===== config.mk =====
export PLATFORM = sky130hd
export DESIGN_NAME = hib_wake_ctrl
export DESIGN_NICKNAME = d
export VERILOG_FILES = /design/src/rtl/hib_wake_pkg.sv /design/src/rtl/hib_regs.sv /design/src/rtl/hib_tick_count.sv /design/src/rtl/hib_wake_ctrl.sv
export SDC_FILE = /design/constraint.sdc
export NUM_CORES = 1
export LEC_CHECK = 0
export BUFFER_PORTS_ARGS = -buffer_cell sky130_fd_sc_hd__buf_2
export CAP_MARGIN = 20
export CORE_MARGIN = 2
export CORE_UTILIZATION = 35
export CTS_CLUSTER_DIAMETER = 150
export DETAILED_ROUTE_END_ITERATION = 8
export PLACE_DENSITY_LB_ADDON = 0.08
export SYNTH_ARGS = -nofsm -noshare
export SYNTH_HDL_FRONTEND = slang
export SYNTH_SLANG_ARGS = --single-unit

===== constraint.sdc =====
create_clock -name clk -period 2.8 [get_ports clk]
set_input_delay 0.14 -clock clk [delete_from_list [all_inputs] [get_ports clk]]
set_output_delay 0.14 -clock clk [all_outputs]
set_load 0.005 [all_outputs]

===== src/rtl/hib_wake_pkg.sv =====
// Shared constants and types for the hibernate wakeup controller.
// Assumes byte offsets fit in the address width chosen by the top.
package hib_wake_pkg;

    localparam int unsigned OFS_CTRL      = 32'h00;
    localparam int unsigned OFS_HIB       = 32'h20;
    localparam int unsigned OFS_FILT      = 32'h24;
    localparam int unsigned OFS_RCNT      = 32'h28;
    localparam int unsigned CTRL_WRDY_BIT = 7;

    typedef enum logic [1:0] {
        ST_RUN = 2'd0,
        ST_HIB = 2'd1,
        ST_RST = 2'd2
    } hib_state_e;

endpackage


===== src/rtl/hib_regs.sv =====
// Register window of the hibernate controller: write-ready pacing,
// the two coarse threshold fields and the hibernate command strobe.
// Assumes tick_en is a single-cycle pulse; reads are combinational.
module hib_regs
    import hib_wake_pkg::*;
#(
    parameter int ADDR_W     = 8,
    parameter int DATA_W     = 32,
    parameter int FILT_HI    = 15,
    parameter int FILT_LO    = 5,
    parameter int RCNT_HI    = 11,
    parameter int RCNT_LO    = 5,
    parameter int WRDY_TICKS = 2
) (
    input  logic              clk,
    input  logic              rst_n,
    input  logic              tick_en,
    input  logic [ADDR_W-1:0] bus_addr,
    input  logic              bus_we,
    input  logic [DATA_W-1:0] bus_wdata,
    input  logic              hib_active,
    output logic [DATA_W-1:0] bus_rdata,
    output logic [FILT_HI:0]  filt_thr,
    output logic [RCNT_HI:0]  rcnt_thr,
    output logic              hib_req
);

    localparam int BW = $clog2(WRDY_TICKS + 1);

    logic [FILT_HI:FILT_LO] filt_q;
    logic [RCNT_HI:RCNT_LO] rcnt_q;
    logic [BW-1:0]          busy_q;
    logic                   wrdy;
    logic                   wr_ok;
    logic                   unused_wdata;

    assign wrdy         = (busy_q == '0);
    assign wr_ok        = bus_we && wrdy;
    assign unused_wdata = ^bus_wdata;

    // Ready pacing: an accepted write blocks the window for WRDY_TICKS ticks.
    always_ff @(posedge clk) begin
        if (!rst_n) begin
            busy_q <= '0;
        end else if (wr_ok) begin
            busy_q <= BW'(WRDY_TICKS);
        end else if (tick_en && (busy_q != '0)) begin
            busy_q <= busy_q - 1'b1;
        end
    end

    // Wakeup threshold field, reset to full scale.
    always_ff @(posedge clk) begin
        if (!rst_n) begin
            filt_q <= '1;
        end else if (wr_ok && (bus_addr == ADDR_W'(OFS_FILT))) begin
            filt_q <= bus_wdata[FILT_HI:FILT_LO];
        end
    end

    // Reset-length field, reset to full scale.
    always_ff @(posedge clk) begin
        if (!rst_n) begin
            rcnt_q <= '1;
        end else if (wr_ok && (bus_addr == ADDR_W'(OFS_RCNT))) begin
            rcnt_q <= bus_wdata[RCNT_HI:RCNT_LO];
        end
    end

    assign hib_req  = wr_ok && (bus_addr == ADDR_W'(OFS_HIB)) && bus_wdata[0];
    assign filt_thr = {filt_q, {FILT_LO{1'b0}}};
    assign rcnt_thr = {rcnt_q, {RCNT_LO{1'b0}}};

    // Read multiplexer; unimplemented bits stay zero.
    always_comb begin
        bus_rdata = '0;
        case (bus_addr)
            ADDR_W'(OFS_CTRL): bus_rdata[CTRL_WRDY_BIT]   = wrdy;
            ADDR_W'(OFS_HIB):  bus_rdata[0]               = hib_active;
            ADDR_W'(OFS_FILT): bus_rdata[FILT_HI:FILT_LO] = filt_q;
            ADDR_W'(OFS_RCNT): bus_rdata[RCNT_HI:RCNT_LO] = rcnt_q;
            default:           bus_rdata                  = '0;
        endcase
    end

    p_wrdy_drop_r2: assert property (@(posedge clk) disable iff (!rst_n)
        wr_ok |=> !wrdy)
        else $error("write-ready did not drop after accepted write");

    p_ignored_write_r3: assert property (@(posedge clk) disable iff (!rst_n)
        (bus_we && !wrdy) |=> ($stable(filt_q) && $stable(rcnt_q)))
        else $error("write while not ready changed a register");

endmodule


===== src/rtl/hib_tick_count.sv =====
// Tick counter that qualifies a condition over a programmed number of
// slow ticks. It clears whenever the region is left or the condition drops.
// Assumes thr is stable while counting; done is combinational.
module hib_tick_count #(
    parameter int W = 16
) (
    input  logic         clk,
    input  logic         rst_n,
    input  logic         run,
    input  logic         hold,
    input  logic         tick_en,
    input  logic [W-1:0] thr,
    output logic         done
);

    logic [W-1:0] cnt_q;

    // Count ticks while the condition holds; restart on any break.
    always_ff @(posedge clk) begin
        if (!rst_n) begin
            cnt_q <= '0;
        end else if (!run || !hold) begin
            cnt_q <= '0;
        end else if (tick_en && (cnt_q < thr)) begin
            cnt_q <= cnt_q + 1'b1;
        end
    end

    assign done = run && hold && (cnt_q >= thr);

    p_restart_on_release_r6: assert property (@(posedge clk) disable iff (!rst_n)
        (!run || !hold) |=> (cnt_q == '0))
        else $error("tick count did not restart");

endmodule


===== src/rtl/hib_wake_ctrl.sv =====
// Top of the hibernate wakeup and reset controller. It sequences
// running -> hibernate -> reset pulse -> running. Assumes wake_pin is
// synchronised to clk and tick_en pulses one cycle per slow tick.
module hib_wake_ctrl
    import hib_wake_pkg::*;
#(
    parameter int ADDR_W     = 8,
    parameter int DATA_W     = 32,
    parameter int FILT_HI    = 15,
    parameter int FILT_LO    = 5,
    parameter int RCNT_HI    = 11,
    parameter int RCNT_LO    = 5,
    parameter int WRDY_TICKS = 2
) (
    input  logic              clk,
    input  logic              rst_n,
    input  logic              tick_en,
    input  logic              wake_pin,
    input  logic [ADDR_W-1:0] bus_addr,
    input  logic              bus_we,
    input  logic [DATA_W-1:0] bus_wdata,
    output logic [DATA_W-1:0] bus_rdata,
    output logic              hib_active,
    output logic              sys_rst_n
);

    hib_state_e        st_q;
    hib_state_e        st_d;
    logic [FILT_HI:0]  filt_thr;
    logic [RCNT_HI:0]  rcnt_thr;
    logic              hib_req;
    logic              wake_done;
    logic              pulse_done;

    hib_regs #(
        .ADDR_W    (ADDR_W),
        .DATA_W    (DATA_W),
        .FILT_HI   (FILT_HI),
        .FILT_LO   (FILT_LO),
        .RCNT_HI   (RCNT_HI),
        .RCNT_LO   (RCNT_LO),
        .WRDY_TICKS(WRDY_TICKS)
    ) i_regs (
        .clk       (clk),
        .rst_n     (rst_n),
        .tick_en   (tick_en),
        .bus_addr  (bus_addr),
        .bus_we    (bus_we),
        .bus_wdata (bus_wdata),
        .hib_active(hib_active),
        .bus_rdata (bus_rdata),
        .filt_thr  (filt_thr),
        .rcnt_thr  (rcnt_thr),
        .hib_req   (hib_req)
    );

    hib_tick_count #(.W(FILT_HI + 1)) i_wake_filt (
        .clk    (clk),
        .rst_n  (rst_n),
        .run    (st_q == ST_HIB),
        .hold   (wake_pin),
        .tick_en(tick_en),
        .thr    (filt_thr),
        .done   (wake_done)
    );

    hib_tick_count #(.W(RCNT_HI + 1)) i_rst_len (
        .clk    (clk),
        .rst_n  (rst_n),
        .run    (st_q == ST_RST),
        .hold   (1'b1),
        .tick_en(tick_en),
        .thr    (rcnt_thr),
        .done   (pulse_done)
    );

    // Next-state selection for the hibernate sequence.
    always_comb begin
        st_d = st_q;
        case (st_q)
            ST_RUN:  if (hib_req)    st_d = ST_HIB;
            ST_HIB:  if (wake_done)  st_d = ST_RST;
            ST_RST:  if (pulse_done) st_d = ST_RUN;
            default: st_d = ST_RUN;
        endcase
    end

    // State register.
    always_ff @(posedge clk) begin
        if (!rst_n) begin
            st_q <= ST_RUN;
        end else begin
            st_q <= st_d;
        end
    end

    assign hib_active = (st_q != ST_RUN);
    assign sys_rst_n  = (st_q != ST_RST);

    p_enter_hib_r5: assert property (@(posedge clk) disable iff (!rst_n)
        (!hib_active && hib_req) |=> hib_active)
        else $error("hibernate command not taken");

    p_wake_needs_pin_r6: assert property (@(posedge clk) disable iff (!rst_n)
        ($fell(sys_rst_n) && $past(hib_active)) |-> $past(wake_pin))
        else $error("wakeup without pin");

    p_pulse_ends_run_r8: assert property (@(posedge clk) disable iff (!rst_n)
        $rose(sys_rst_n) |-> !hib_active)
        else $error("reset pulse end did not return to running");

    p_rst_in_hib_r9: assert property (@(posedge clk) disable iff (!rst_n)
        !sys_rst_n |-> hib_active)
        else $error("system reset outside hibernate sequence");

endmodule


* Word level (Yosys, flattened, before mapping)
Index checks and enable logic that the tools add are counted.
** Word-level totals
- Latch bits :: 0
- Output and inout port bits :: 34
- Bits in registers :: 50
- Logic and storage cells :: 59
- RAM bits :: 0
- Memories kept :: 0
- Bits in read-only memories :: 0
** Cells by class
- Add/sub/neg operators :: 3
- Equal/unequal tests :: 9
- Reduce and logical (&&, ||, !) cells :: 24
- Multiply operators :: 0
- Bitwise operators :: 1
- Divide/modulo/power cells :: 0
- Magnitude comparators :: 4
- Shifts and indexed selects :: 0
- Muxes and demuxes :: 11
** Operators by type and width (number)
- 8-bit by 6-bit == test with 1-bit output, second input constant :: 3
- 16-bit by 1-bit adder with 16-bit output, second input constant :: 1
- 16-bit greater-or-equal comparator :: 1
- 16-bit less-than comparator :: 1
- 12-bit by 1-bit adder with 12-bit output, second input constant :: 1
- 12-bit greater-or-equal comparator :: 1
- 12-bit less-than comparator :: 1
- 1-bit logical AND :: 11
- 2-bit 2-to-1 mux :: 5
- 8-bit zero test :: 1
- 2-bit != test, second input constant :: 4
- 4-bit case mux with 2 select lines :: 1
- 2-bit case mux with 3 select lines :: 1
- 2-bit nonzero test :: 3
- 2-bit zero test :: 2
- 4-bit 2-to-1 mux :: 1
- 2-bit case mux with 2 select lines :: 1
- 2-bit OR reduction :: 2
- 1-bit case mux with 3 select lines :: 1
- 3-bit AND reduction :: 1
- 2-bit by 1-bit == test with 1-bit output, second input constant :: 1
- 2-bit == test, second input constant :: 1
- 1-bit zero test :: 2
- 2-bit AND reduction :: 1
- 4 further kinds :: 4

* Longest topological paths before layout
- Depth in word-level cells :: 6
- Depth in mapped cells :: 9
- Depth with buffers taken out :: 7

* Hierarchy
Synthesis repeated with hierarchy kept, for this count alone.
** Unflattened totals
- Cell total of the unflattened synthesis :: 449
- Area total of the unflattened synthesis :: 3672.3 um2
** By module, submodules not included
- hib_regs :: area each 1301.2 um2, cells each 155, instances 1
- hib_tick_count (i_wake_filt) :: area each 1271.2 um2, cells each 161, instances 1
- hib_tick_count (i_rst_len) :: area each 989.7 um2, cells each 120, instances 1
- hib_wake_ctrl :: area each 110.1 um2, cells each 13, instances 1

* Worst setup path after synthesis
No wires, ideal clock.
- Kind :: register to register
- Start point :: register i_regs.rcnt_q[9] (netlist bit)
- End point :: register i_rst_len.cnt_q[5]
- Cell stages (with the launch flop) :: 9
- Period minus slack after synthesis :: 1.983 ns
- Setup slack :: 0.817 ns
- Required time :: 2.730 ns
- Arrival time :: 1.913 ns
- Cell sequence :: dfxtp_1 > inv_1 > ha_1 > a21oi_1 > o21ai_0 > or3_1 > clkbuf_1 > or4_1 > a21oi_1
** On the way
- Cells in the longest elaborated chain, start to end :: 2
** Ends and longest elaborated chain
- start, declared :: RTL line hib_regs.sv:31 : logic [RCNT_HI:RCNT_LO] rcnt_q;
- start signal, assigned :: RTL line hib_regs.sv:66 : rcnt_q <= bus_wdata[RCNT_HI:RCNT_LO];
- 12-bit less-than comparator :: RTL line hib_tick_count.sv:24 : end else if (tick_en && (cnt_q < thr)) begin
- 1-bit logical AND :: RTL line hib_tick_count.sv:24
- end signal, assigned :: RTL line hib_tick_count.sv:25 : cnt_q <= cnt_q + 1'b1;
- end, declared :: RTL line hib_tick_count.sv:16 : logic [W-1:0] cnt_q;
No other way between the ends.
A chain may end at the register's enable or synchronous reset.

* Final worst setup path
- Start point :: register i_regs.filt_q[7] (netlist bit)
- End point :: register i_wake_filt.cnt_q[11]
** On the way
- Cells in the longest elaborated chain, start to end :: 2
** Ends and longest elaborated chain
- start, declared :: RTL line hib_regs.sv:30 : logic [FILT_HI:FILT_LO] filt_q;
- start signal, assigned :: RTL line hib_regs.sv:57 : filt_q <= bus_wdata[FILT_HI:FILT_LO];
- 16-bit less-than comparator :: RTL line hib_tick_count.sv:24
- 1-bit logical AND :: RTL line hib_tick_count.sv:24
- end signal, assigned :: RTL line hib_tick_count.sv:25
- end, declared :: RTL line hib_tick_count.sv:16
No other way between the ends.

==> summary.txt <==
Global route
  • Initial antenna violation count: 0
  • Vias in the first global route: 2482
  • Global routing met1 resource utilization: 0.203
  • Grt peak-use layer: met2
  • First-pass GRT wire length: approximately 12000 µm
  • Met3 usage: 0.0243
  • Gr usage total: 0.152
  • Largest net degree at the start of global routing: 30
  • Grt ovf: 0
  • Met2 Resource Use GR: 0.255

Cells and area
  • Fin area: approximately 0.0034 mm²
  • Antenna diodes: 0
  • Final Net Count: 474
  • Share of layout cells above drive strength 1: 0.150
  • Post-Layout Cell Count: 514
  • P&R area growth vs syn: 10.0%
  • Post-Route Utilization: 0.393

Setup path
  • Worst reg2reg startpoint: i_regs.filt_q[7]
  • CP Cell Sequence: inv_1 -> ha_1 -> a21oi_1 -> a211o_1 -> o2111ai_1 -> buf_4 -> or4_1 -> a21oi_1
  • Worst R2R End: i_wake_filt.cnt_q[11]
  • CP max FO: 29
  • CP max stage cell: or4_1
  • CP dominant cell by count: a21oi_1
  • Crit path required time: 3030 ps
  • Arr. time, crit path: roughly 2400 ps
  • FF-to-FF path depth: 8
  • Crit path buf inv count: 2
  • CP delay by family, top: compound AO/OA/AOI/OAI gates
  • Crit. End Element: register
  • Critical path type: register to register
  • R2R Setup Slk: 610 ps
  • Max incr delay on CP: 510 ps
  • Startpoint Class: register

Worst hold path
  • Worst Hold Class: input port to register
  • Worst Min Path Start: bus_wdata[13]
  • Hold Path Stages: 3
  • Hold path endpoint: i_regs.filt_q[13]

Job
  • Max Cap Viol: 0

Power
  • Leak Pwr: between 1 and 1.5 nW
  • Power Density: 395 mW/mm²
  • Max VDD drop: 0.000224 V
  • Overall power: 1.34 mW

Place
  • Placed insts: just over 500
  • Post-DP Area: 0.00328 mm²
  • Pre-CTS setup slack: 649 ps
  • Final HPWL DP: 5600 µm
  • Placer Congestion: 0.725
  • Port Buffers: 38

STA
  • Slew headroom: 0.583
  • Fin. Hold Viols: 0
  • Skew final: 12.1 ps
  • Setup TNS: 0 ps
  • RSZ-0062 raised after global routing: no
  • Max Slew Vio Count: 0
  • Hold Slack: 48.3 ps
  • Worst-Margin Slew: 624 ps
  • Post-route minimum period: approximately 2200 ps
  • Final worst slack: 611 ps
  • Fmax: between 400 and 500 MHz
  • Final setup vio count: 0
  • Final Cycle Share: 0.782

Synthesis
  • Number of synthesized flops with an enable pin: 0
  • Sequential area share after synthesis: 0.325
  • Mapped Avg Cell Area: roughly 8.3 µm²
  • Synth cell types: 50
  • Synth top area share: 0.325
  • Synthesized flop and latch total: 50
  • Async SR Flop Fraction: 0
  • Most common cell in the netlist: dfxtp_1
  • List of most frequent post-synthesis cells: dfxtp_1 (50), nand2_1 (47), a21oi_1 (31)
  • Ranking of synthesized cells by area: dfxtp_1 (32%), ha_1 (9.3%), nand2_1 (5.7%), buf_4 (5.4%), a21oi_1 (5.0%)
  • Mapped Area: 0.00308 mm²
  • Largest area contributor in the netlist: dfxtp_1
  • Yosys warning total: 0
  • Synth Flop Type: dfxtp_1
  • Gate Count Post-Synth: 373

Clock network
  • TritonCTS Sinks: 50
  • CTS tree: yes
  • Setup bufs post-CTS: 0
  • Clock-pin slew on the worst setup and hold paths: about 100 ps
  • Post-cts resize count: 0
  • Count of hold-fix buffers inserted at cts: 0
  • Bufs on Longest Clock Path: 2
  • CTS H-tree depth: 2
  • Worst-skew pair later-pin latency: slightly above 300 ps
  • TritonCTS Buffers: 5
  • Root Buffer: clkbuf_8

Floorplanning
  • Starting density of the core: 0.357
  • Area of the core: approximately 0.0086 mm²
  • Die width: 97.8 µm
  • I/O pin total: 79
  • Die ar.: ~0.0096 mm²
  • FP Rows: 34
  • Die Y: a little under 100 µm

Drt
  • First-pass detailed-route iteration total: 4
  • WL/cell: ~14 µm
  • Vias/cell: 5.14
  • DRT iter0 DRCs: 92
  • WL final: 7240 µm
  • DRC: 0
  • Vias: 2642
  • Final ANT Viol Nets: 0

Outcome
  • Run status: completed
## state kept, by name, indices dropped and copies added, names as in the netlist
signal,flops
i_regs.rcnt_q,7
i_wake_filt.cnt_q,16
i_regs.busy_q,2
st_q,2
i_regs.filt_q,11
i_rst_len.cnt_q,12
## cell usage in the layout, fill, tap and decap left out, drive strengths merged, types with 3 or more instances in the layout
cell type  synthesis  final
a21oi             32     32
a22o               6      6
and3               9      9
buf               26     42
clkbuf             9      6
conb               1     20
dfxtp             50     50
ha                23     23
inv               30     30
mux2i              5      5
nand2             47     47
nand3              7      7
nand4              9      9
nor2               9      9
nor3               8      8
nor4               4      4
o211ai            18     18
o21a               3      3
o21ai             12     12
o31ai              9      9
o41ai              3      3
or3               16     16
or4                8      8
## layer usage
layer	up-vias	share of wire
met1	1225	0.48
met3	4	0.032
met2	31	0.49
met4	0	0.0054
li1	1382	-
met5	-	0
## cell families (layout without fill, tap and decap cells)
group / after synthesis / in the layout / share of synthesized area
and+or+nand+nor: 134 / 134 / 0.246
AOI/OAI and AO/OA: 95 / 95 / 0.207
buffers and inverters: 65 / 79 / 0.111
DFF: 50 / 50 / 0.325
adders and majority gates: 23 / 23 / 0.0934
muxes: 5 / 5 / 0.0162
other: 1 / 20 / 0.00122
## worst max-delay path by stage
stage | startpoint | slack [ps] | to | depth (start not counted)
2_1_floorplan | i_regs.rcnt_q[9] | 820 | i_rst_len.cnt_q[5] | 8
3_3_place_gp | bus_addr[0] | 670 | i_regs.rcnt_q[5] | 7
3_5_place_dp | i_regs.filt_q[7] | 650 | i_wake_filt.cnt_q[9] | 8
4_1_cts | i_regs.filt_q[7] | 620 | i_wake_filt.cnt_q[9] | 8
5_1_grt | i_regs.filt_q[11] | 460 | i_wake_filt.cnt_q[7] | 8
6_report | i_regs.filt_q[7] | 610 | i_wake_filt.cnt_q[11] | 8
## layout make-up
type,count,area (µm²)
sequential,50,1000
inverter,30,113
fill,918,5250
clock buffer,6,82.6
timing repair buffer,42,220
clock inverter,1,30.0
multi-input combinational,277,1810
tap,108,135
## power breakdown
part | switching, mW | internal (mW) | leakage (nW) | total [mW]
Clock | 0.249 | 0.287 | 0.0573 | 0.535
Sequential | 0.00205 | 0.715 | 0.404 | 0.717
Combinational | 0.0549 | 0.0310 | 0.995 | 0.0859
Total | 0.306 | 1.03 | 1.46 | 1.34
## worst reg2reg max path: cells and delay by family, from the launching register on
kind / cells / cell delay [ps]
compound gates: 4 / 620
fa+ha+maj: 1 / 340
buf+inv: 2 / 320
flops: 1 / 320
simple gates: 1 / 520
Note: power is estimated with default switching activity, not from simulation.
